`config.mk`:
```
export PLATFORM = sky130hd
export DESIGN_NAME = wguard_top
export DESIGN_NICKNAME = d
export VERILOG_FILES = /design/src/rtl/wguard_pkg.sv /design/src/rtl/wguard_dp.sv /design/src/rtl/wguard_ctrl.sv /design/src/rtl/wguard_top.sv
export SDC_FILE = /design/constraint.sdc
export NUM_CORES = 1
export LEC_CHECK = 0
export ABC_AREA = 1
export BUFFER_PORTS_ARGS = -buffer_cell sky130_fd_sc_hd__buf_2
export CELL_PAD_IN_SITES_DETAIL_PLACEMENT = 1
export CELL_PAD_IN_SITES_GLOBAL_PLACEMENT = 2
export CORE_ASPECT_RATIO = 1.1
export CORE_MARGIN = 2
export CORE_UTILIZATION = 25
export DETAILED_ROUTE_END_ITERATION = 16
export PLACE_DENSITY = 0.91
export SYNTH_ARGS = -nofsm -noshare
export SYNTH_HDL_FRONTEND = slang
export SYNTH_SLANG_ARGS = --single-unit
```
`constraint.sdc`:
```
create_clock -name clk -period 1.4 [get_ports clk]
set_clock_uncertainty 0.1 [all_clocks]
set_input_delay 0.28 -clock clk [delete_from_list [all_inputs] [get_ports clk]]
set_output_delay 0.28 -clock clk [all_outputs]
set_load 0.02 [all_outputs]
```
`src/rtl/wguard_pkg.sv`:
```
package wguard_pkg;

  localparam int DATA_W = 8;

  // strobes from the control module to the datapath
  typedef struct packed {
    logic grant;   // request accepted
    logic reject;  // request refused
    logic regWr;   // accepted write to the protection register
    logic cfgWr;   // region and arming bits may take the new data
  } ctrlStrb_t;

  // status the datapath reports to the control module
  typedef struct packed {
    logic isRegAcc;   // single-byte write at the top address
    logic touchesReg; // some covered byte is the top address
    logic anyProt;    // some covered byte lies in the locked region
    logic wel;        // enable latch
    logic hwLock;     // arming bit and pin both high
  } dpStat_t;

endpackage

```
`src/rtl/wguard_dp.sv`:
```
module wguard_dp
  import wguard_pkg::*;
#(
  parameter int ADDR_W = 13,
  parameter int PAGE_W = 5
) (
  input  logic              clk,
  input  logic              rstN,
  input  logic [ADDR_W-1:0] reqAddr,
  input  logic [PAGE_W-1:0] reqLen,
  input  logic [DATA_W-1:0] reqData,
  input  logic              wpPin,
  input  ctrlStrb_t         strb,
  output dpStat_t           stat,
  output logic [DATA_W-1:0] regValue
);

  localparam int PAGE_SZ = 1 << PAGE_W;
  localparam logic [ADDR_W-1:0] REG_ADDR = {ADDR_W{1'b1}};

  logic       welQ;
  logic [1:0] bpQ;
  logic       wpenQ;

  logic [PAGE_SZ-1:0] protVec;
  logic [PAGE_SZ-1:0] regVec;
  logic               unusedData;

  assign unusedData = ^{reqData[6:4], reqData[1]};

  // enable latch: volatile, cleared by reset
  always_ff @(posedge clk or negedge rstN) begin
    if (!rstN)           welQ <= 1'b0;
    else if (strb.regWr) welQ <= reqData[0];
  end

  // region and arming bits: kept across reset
  always_ff @(posedge clk) begin
    if (strb.cfgWr) begin
      bpQ   <= reqData[3:2];
      wpenQ <= reqData[7];
    end
  end

  // check every byte of the page, offset wrapping inside the page
  for (genvar i = 0; i < PAGE_SZ; i++) begin : g_byte
    localparam logic [PAGE_W-1:0] OFS = PAGE_W'(i);
    logic [PAGE_W-1:0] offI;
    logic [ADDR_W-1:0] addrI;
    logic              inPage;
    logic [1:0]        topBits;
    logic              lockedI;

    assign offI    = reqAddr[PAGE_W-1:0] + OFS;
    assign addrI   = {reqAddr[ADDR_W-1:PAGE_W], offI};
    assign inPage  = (OFS <= reqLen);
    assign topBits = addrI[ADDR_W-1 -: 2];

    always_comb begin
      unique case (bpQ)
        2'b00:   lockedI = 1'b0;
        2'b01:   lockedI = (topBits == 2'b11);
        2'b10:   lockedI = topBits[1];
        default: lockedI = 1'b1;
      endcase
    end

    assign protVec[i] = inPage && lockedI;
    assign regVec[i]  = inPage && (addrI == REG_ADDR);
  end

  assign stat.isRegAcc   = (reqAddr == REG_ADDR) && (reqLen == '0);
  assign stat.touchesReg = |regVec;
  assign stat.anyProt    = |protVec;
  assign stat.wel        = welQ;
  assign stat.hwLock     = wpenQ && wpPin;

  assign regValue = {wpenQ, 3'b000, bpQ, 1'b0, welQ};

  // the control module never writes the register while it is locked
  assert_locked_reg_R7: assert property (@(posedge clk) disable iff (!rstN)
    strb.regWr |-> !stat.hwLock);

  // region or arming bits change only when the latch was set before
  assert_cfg_needs_wel_R6: assert property (@(posedge clk) disable iff (!rstN)
    !$stable({wpenQ, bpQ}) |-> $past(welQ));

  // reset leaves the latch clear
  assert_wel_reset_R1: assert property (@(posedge clk)
    !rstN |=> !welQ);

endmodule

```
`src/rtl/wguard_ctrl.sv`:
```
module wguard_ctrl
  import wguard_pkg::*;
(
  input  logic      clk,
  input  logic      rstN,
  input  logic      reqValid,
  input  dpStat_t   stat,
  output ctrlStrb_t strb,
  output logic      wrAllow,
  output logic      wrReject
);

  logic arrayOk;
  logic regOk;
  logic reqOk;

  assign arrayOk = stat.wel && !stat.anyProt && !stat.touchesReg;
  assign regOk   = !stat.hwLock;
  assign reqOk   = stat.isRegAcc ? regOk : arrayOk;

  always_comb begin
    strb.grant  = reqValid && reqOk;
    strb.reject = reqValid && !reqOk;
    strb.regWr  = strb.grant && stat.isRegAcc;
    strb.cfgWr  = strb.regWr && stat.wel;
  end

  always_ff @(posedge clk or negedge rstN) begin
    if (!rstN) begin
      wrAllow  <= 1'b0;
      wrReject <= 1'b0;
    end else begin
      wrAllow  <= strb.grant;
      wrReject <= strb.reject;
    end
  end

  // never both outputs at once
  assert_one_result_R11: assert property (@(posedge clk) disable iff (!rstN)
    $onehot0({wrAllow, wrReject}));

  // every request gets exactly one answer in the next cycle
  assert_req_answered_R11: assert property (@(posedge clk) disable iff (!rstN)
    reqValid |=> (wrAllow ^ wrReject));

  // no answer without a request
  assert_quiet_idle_R11: assert property (@(posedge clk) disable iff (!rstN)
    !reqValid |=> !(wrAllow || wrReject));

  // array writes need the enable latch
  assert_array_needs_wel_R2: assert property (@(posedge clk) disable iff (!rstN)
    (reqValid && !stat.isRegAcc && !stat.wel) |=> wrReject);

  // a multi-byte page covering the register address is refused
  assert_reg_not_in_page_R4: assert property (@(posedge clk) disable iff (!rstN)
    (reqValid && stat.touchesReg && !stat.isRegAcc) |=> !wrAllow);

endmodule

```
`src/rtl/wguard_top.sv`:
```
module wguard_top
  import wguard_pkg::*;
#(
  parameter int ADDR_W = 13,
  parameter int PAGE_W = 5
) (
  input  logic              clk,
  input  logic              rstN,
  input  logic              reqValid,
  input  logic [ADDR_W-1:0] reqAddr,
  input  logic [PAGE_W-1:0] reqLen,
  input  logic [DATA_W-1:0] reqData,
  input  logic              wpPin,
  output logic              wrAllow,
  output logic              wrReject,
  output logic [DATA_W-1:0] regValue
);

  ctrlStrb_t strb;
  dpStat_t   stat;

  wguard_ctrl ctrl_i (
    .clk      (clk),
    .rstN     (rstN),
    .reqValid (reqValid),
    .stat     (stat),
    .strb     (strb),
    .wrAllow  (wrAllow),
    .wrReject (wrReject)
  );

  wguard_dp #(
    .ADDR_W (ADDR_W),
    .PAGE_W (PAGE_W)
  ) dp_i (
    .clk      (clk),
    .rstN     (rstN),
    .reqAddr  (reqAddr),
    .reqLen   (reqLen),
    .reqData  (reqData),
    .wpPin    (wpPin),
    .strb     (strb),
    .stat     (stat),
    .regValue (regValue)
  );

endmodule

```
==> results of run 1 <==
## layer usage
| layer | vias up | track usage | wire [um] |
|---|---|---|---|
| li1 | 1070 | - | - |
| met1 | 1006 | 0.2095 | 2495 |
| met4 | 0 | 0.07792 | 223 |
| met2 | 45 | 0.3860 | 3452 |
| met3 | 18 | 0.01935 | 162 |
| met5 | - | 0 | 0 |
## kinds of logic after synthesis
group           count (synthesis)  synth area share
flops                           6            0.1123
fa+ha+maj                       4           0.03404
buf+inv                        48            0.1660
other cells                     1          0.002551
compound gates                 30            0.1149
simple gates                  187            0.5345
xor+xnor                        6           0.03574
## cells in the mapped netlist
| library cell | count |
|---|---|
| inv_2 | 2 |
| nand3b_1 | 2 |
| o21ai_1 | 2 |
| nor2_4 | 1 |
| nand2_1 | 98 |
| a21oi_1 | 14 |
| nor3_1 | 1 |
| dfrtp_1 | 3 |
| nand3_1 | 37 |
| buf_4 | 12 |
| xor2_1 | 6 |
| nor2_1 | 41 |
| o21bai_2 | 1 |
| buf_2 | 3 |
| o21bai_1 | 1 |
| a31oi_1 | 1 |
| o211ai_1 | 1 |
| nor3_2 | 1 |
| inv_1 | 29 |
| conb_1 | 1 |
| nor2_2 | 2 |
| nand4_1 | 4 |
| a211o_1 | 1 |
| buf_6 | 2 |
| o21ai_0 | 8 |
| edfxtp_1 | 3 |
| o31ai_1 | 1 |
| ha_1 | 4 |
## power by group
group | switching [mW] | total [mW] | internal, mW
Combinational | 0.330 | 0.599 | 0.269
Clock | 0.0778 | 0.274 | 0.196
Sequential | 0.00127 | 0.191 | 0.190
Total | 0.409 | 1.06 | 0.656
## timing repair
| action | in CTS | in global routing |
|---|---|---|
| hold buffers | 1 | 0 |
| cloned | 1 | 0 |
| setup buffers | 5 | 5 |
| resized for setup | 47 | 22 |
| endpoints found under the setup margin | 6 | 6 |
| pin swaps | 11 | 19 |
| endpoints found under the hold margin | 3 | 0 |
## sequential cells by signal, indices dropped and copies added, names as in the netlist
register / cells
dp_i.bpQ: 2
ctrl_i.wrAllow: 1
ctrl_i.wrReject: 1
dp_i.welQ: 1
dp_i.wpenQ: 1
## final timing paths
kind,endpoint,slack (ns),cells after the start
max,ctrl_i.wrAllow,-0.27,13
min,dp_i.wpenQ,0.13,1
max reg2reg,ctrl_i.wrAllow,-0.18,8
min reg2reg,ctrl_i.wrAllow,0.57,3
max in group asynchronous,ctrl_i.wrReject,0.80,2
min in group asynchronous,dp_i.welQ,0.29,2
## critical path: stages
cell and delay, ns:
buf_8 0.12, clkinvlp_4 0.17, buf_4 0.17, buf_4 0.12
nand4_1 0.08, nor2_1 0.05, nor2_1 0.11, nand3_1 0.10
nor2_1 0.10, nand3_1 0.09, o21bai_2 0.18, nand2_1 0.07
nor2_1 0.10
## area by class of cell
type                            count  area, sq um  share of cell area
Tap cell                           77        96.34             0.03844
Sequential cell                     6        165.2             0.06590
Multi-Input combinational cell    231         1280              0.5107
Inverter                           31        133.9             0.05342
Clock buffer                        4        45.04             0.01797
Timing Repair Buffer              101        785.8              0.3135
## stage by stage
| stage | area (sq um) | setup TNS (ns) |
|---|---|---|
| final | 2506 | -1.482 |
| after global routing | 2506 | -2.180 |
| after CTS | 2389 | -1.021 |
| after floorplan | 1565 | -1.620 |
| after global placement | 2098 | -3.353 |
| after detailed placement | 2098 | -3.665 |
==> metrics, run 1 <==
outcome finished, violations left; failing checks negative setup slack; PD cells about 420 mW/mm^2; Die X 77.12 um; Seq/Total Area, Yosys 0.1123; CP Class primary input to register; IO Port Bufs 31; total track usage 0.1952; 1st-pass router iterations 4; Lkg Pwr about 1.3 nW; antenna cells 0; clock slew at reported path FFs 0.04 ns; Fillers 797; Initial Utilization 0.2564; Non-Filler Instances 450; crit path DAT between 1.5 and 2 ns; final net count 408; Mapped Cells ~280; worst hold margin 0.1323 ns; dominant cell type by area after synthesis nand2_1; area share of the largest cell type after synthesis 0.2502; site row count 29; syn avg cell area approximately 5.2 sq um; CTS tree built; CTS Buf Count 3; routed wire length between 6000 and 7000 um; CP Launch Point reqAddr[3]; Final ANT Viol Nets 0; min-delay src reqData[7]; DP HPWL around 5100 um; commonest non-fill, non-tap cell in the layout nand2_1; hold crit path type primary input to register; Worst Setup End Kind register; Cell Area, Synth 0.001470 sq mm; initial antenna violation count 0; Cell variety after synth 28; Max Cap Viol 0; TritonCTS Sinks 6; layout cells sized above 1 0.4021; Total Die Area about 0.0065 sq mm; RSZ-0062 raised after global routing yes; vias in the first global route 2,388; peak supply drop roughly 0.00073 V; DR vias 2,139; setup violators final 6; Tmin final approximately 1.7 ns; top post-synthesis cells by area nand2_1, nand3_1, nor2_1; dpl ws -0.6434 ns; Final WS setup -0.2748 ns; GP Congestion just over 0.9; Synthesis Warnings 0; largest net degree at the start of global routing 11; Hold Vio Cnt, Final 0; Slew Limit Fails 0; Max Root-Sink Buffers 2; clock root buffer master clkbuf_8; placed cells 434; Crit Path Max Fanout 7; IO Pins 40; via-per-instance ratio ~4.8; clock latency on the worst-skew pair approximately 0.22 ns; H-tree Lvls 1; WP data required 1.45 ns; DR iter-0 viols 95; crit path launch type primary input; DRC 0; final core utilization 0.4371; Core ar. ~0.0057 sq mm; flops & latches, synth 6; most frequent cells in the layout nand2_1, buf_4, nor2_1; Tot Pwr 1.065 mW; DIE HEIGHT 84.43 um; synth-to-layout area growth 70.47%; Final period util 1.196; FMAX 597.1 MHz; grt total ovfl 0; first-pass GRT wire length between 10,000 and 15,000 um; reg-to-reg startpoint dp_i.bpQ[1]; drt wl/cell between 10 and 15 um
No activity file was read; power rests on OpenSTA's default activity.
==> run 2: changes to the inputs <==
- BUFFER_PORTS_ARGS: -buffer_cell sky130_fd_sc_hd__buf_2 -> default
- CORE_UTILIZATION: 25 -> 30
- DONT_BUFFER_PORTS: default -> 1
- PLACE_DENSITY: 0.91 -> 0.9
==> run 2 against run 1 <==
  * The flow still finishes with violations (negative setup slack)
  * Clock-buffer cell count stayed put
  * Setup slack gained 0.13 ns
  * Critical path type unchanged
  * Maximum frequency rose by 8.6%
==> metrics, run 2 (synthesized netlist as in run 1, its figures left out) <==
outcome finished, violations left; failing checks negative setup slack; commonest non-fill, non-tap cell in the layout nand2_1; DP HPWL 4317 um (-15%); Top reg by flops dp_i.bpQ; clock slew at reported path FFs 0.04 ns (about the same); max FFs per register 2 (unchanged); setup violators final 6 (unchanged); layout cells sized above 1 0.2812 (-0.1210); largest net degree at the start of global routing 21 (+10); Tot Pwr 0.8624 mW (-19%); drt wl/cell 16.00 um (+14%); Slew Limit Fails 0 (unchanged); CP Launch Point reqAddr[11]; area of the multi-input gates 0.001267 sq mm (-0.98%); stages on the worst setup path 9 (-4); Worst path max stage delay 0.34 ns (+0.16 ns); crit path DAT 1.37 ns (-0.35 ns); Worst Setup End Kind register; CP dominant cell by count inv_1; synth-to-layout area growth 36.34%; Final ANT Viol Nets 0 (unchanged); Die X 70.75 um (-8.3%); RR Endpoint ctrl_i.wrAllow; vias in the first global route 2,026 (-15%); dpl cell area 0.001737 sq mm (-17%); TritonCTS Sinks 6 (unchanged); highest metal used met4; register area 165.2 sq um (unchanged); crit path launch type primary input; Lkg Pwr 0.9910 nW (-23%); Final period util 1.102 (-0.09458); worst reg2reg setup slack -0.10 ns (+0.08 ns); Core ar. 0.004684 sq mm (-18%); WP data required 1.23 ns (-0.22 ns); Crit Path Max Fanout 3 (-4); antenna cells 0 (unchanged); placed cells 358 (-18%); met2 routed WL 3196 um (-7.4%); peak supply drop 0.0006639 V (-9.7%); IO Pins 40 (unchanged); Final WS setup -0.1424 ns (+0.1324 ns); largest delay contributor family on the critical path simple AND/OR/NAND/NOR gates; clock latency on the worst-skew pair 0.22 ns (about the same); CTS tree built; DR vias 1,956 (-8.6%); Buf/Inv on CP 3 (-1); Non-Filler Instances 369 (-18%); initial antenna violation count 0 (unchanged); DIE HEIGHT 77.42 um (-8.3%); Worst R2R Path Depth 8 (unchanged); DR WL met3 282 um (+74%); DR iter-0 viols 108 (+14%); fin area 0.002004 sq mm (-20%); Tmin final 1.542 ns (-0.1324 ns); worst hold margin 0.05131 ns (-0.08100 ns); first-pass GRT wire length 9453 um (-9.3%); H-tree Lvls 1 (unchanged); CP Cell Sequence nand2_8 > inv_4 > nand4_1 > nor2_1 > inv_1 > nor3_2 > inv_1 > a211o_1 > nor2_4; clock root buffer master clkbuf_8; grt total ovfl 0 (unchanged); Hold Vio Cnt, Final 0 (unchanged); Fillers 645 (-19%); CP Class primary input to register; FMAX 648.3 MHz (+8.6%); final core utilization 0.4279 (-0.009260); Metal-1 WL 2218 um (-11%); via-per-instance ratio 5.301 (+12%); GP Congestion 0.9290 (about the same); Total Die Area 0.005477 sq mm (-16%); Max Root-Sink Buffers 2 (unchanged); Initial Utilization 0.3138 (+0.05740); PD cells 430.3 mW/mm^2 (+1.3%); Slowest-stage cell, CP a211o_1; TNS Setup -0.7839 ns (+0.6981 ns); CTS Buf Count 3 (unchanged); 1st-pass router iterations 4 (unchanged); routed wire length 5903 um (-6.8%); DRC 0 (unchanged); dpl ws -0.4478 ns (+0.1956 ns); site row count 26 (-10%); Max Cap Viol 0 (unchanged); Critical Path Sink dp_i.bpQ[1]; most frequent cells in the layout nand2_1, buf_4, nand3_1; hold crit path type primary input to register; IO Port Bufs 0 (-100%); final net count 348 (-15%); reg-to-reg startpoint dp_i.bpQ[1]; total track usage 0.2160 (+0.02084); RSZ-0062 raised after global routing yes
[run 2: changes by cell type in the layout (fill, tap and decap cells not counted), moves of 2 or more]
| cell | previous run | this run |
|---|---|---|
| buf_12 | 2 | 0 |
| buf_2 | 23 | 0 |
| buf_4 | 67 | 37 |
| buf_6 | 4 | 2 |
| buf_8 | 3 | 0 |
| nand2_1 | 88 | 91 |
| nand2_2 | 7 | 4 |
| nor2_2 | 3 | 8 |
| nor2_4 | 9 | 5 |
| o21ai_0 | 4 | 7 |
| o21ai_1 | 6 | 2 |
[run 2: what timing repair did]
action / in CTS / in global routing
setup buffers: 5 / 0
hold buffers: 1 / 0
pin swaps: 24 / 11
gates resized for setup: 34 / 9
gates cloned: 1 / 0
hold endpoints to repair: 3 / 0
setup endpoints to repair: 6 / 6
[run 2: worst min path at each step]
stage	from	slack, ns	depth (start not counted)	endpoint
6_report	reqData[7]	0.05	0	dp_i.wpenQ
4_1_cts	reqData[7]	0.05	0	dp_i.wpenQ
5_1_grt	reqData[2]	0.04	0	dp_i.bpQ[0]
3_3_place_gp	rstN	-0.12	0	dp_i.welQ
2_1_floorplan	rstN	-0.12	0	ctrl_i.wrAllow
3_5_place_dp	rstN	-0.12	0	dp_i.welQ
[run 2: routing by layer]
metal,vias up,GRT usage
met4,0,0.09057
met3,16,0.03117
li1,948,-
met2,52,0.4047
met5,-,0
met1,940,0.2384
[run 2: area by class of cell]
class,count,area share
Clock buffer,4,0.02247
Sequential cell,6,0.08240
Multi-Input combinational cell,231,0.6323
Tap cell,56,0.03496
Inverter,31,0.07054
Timing Repair inverter,1,0.002497
Timing Repair Buffer,40,0.1548
[run 2: report_power, final]
part / leakage, nW / switching, mW / internal [mW]
Sequential: 0.0614 / 0.00643 / 0.190
Clock: 0.0228 / 0.0785 / 0.196
Combinational: 0.907 / 0.230 / 0.162
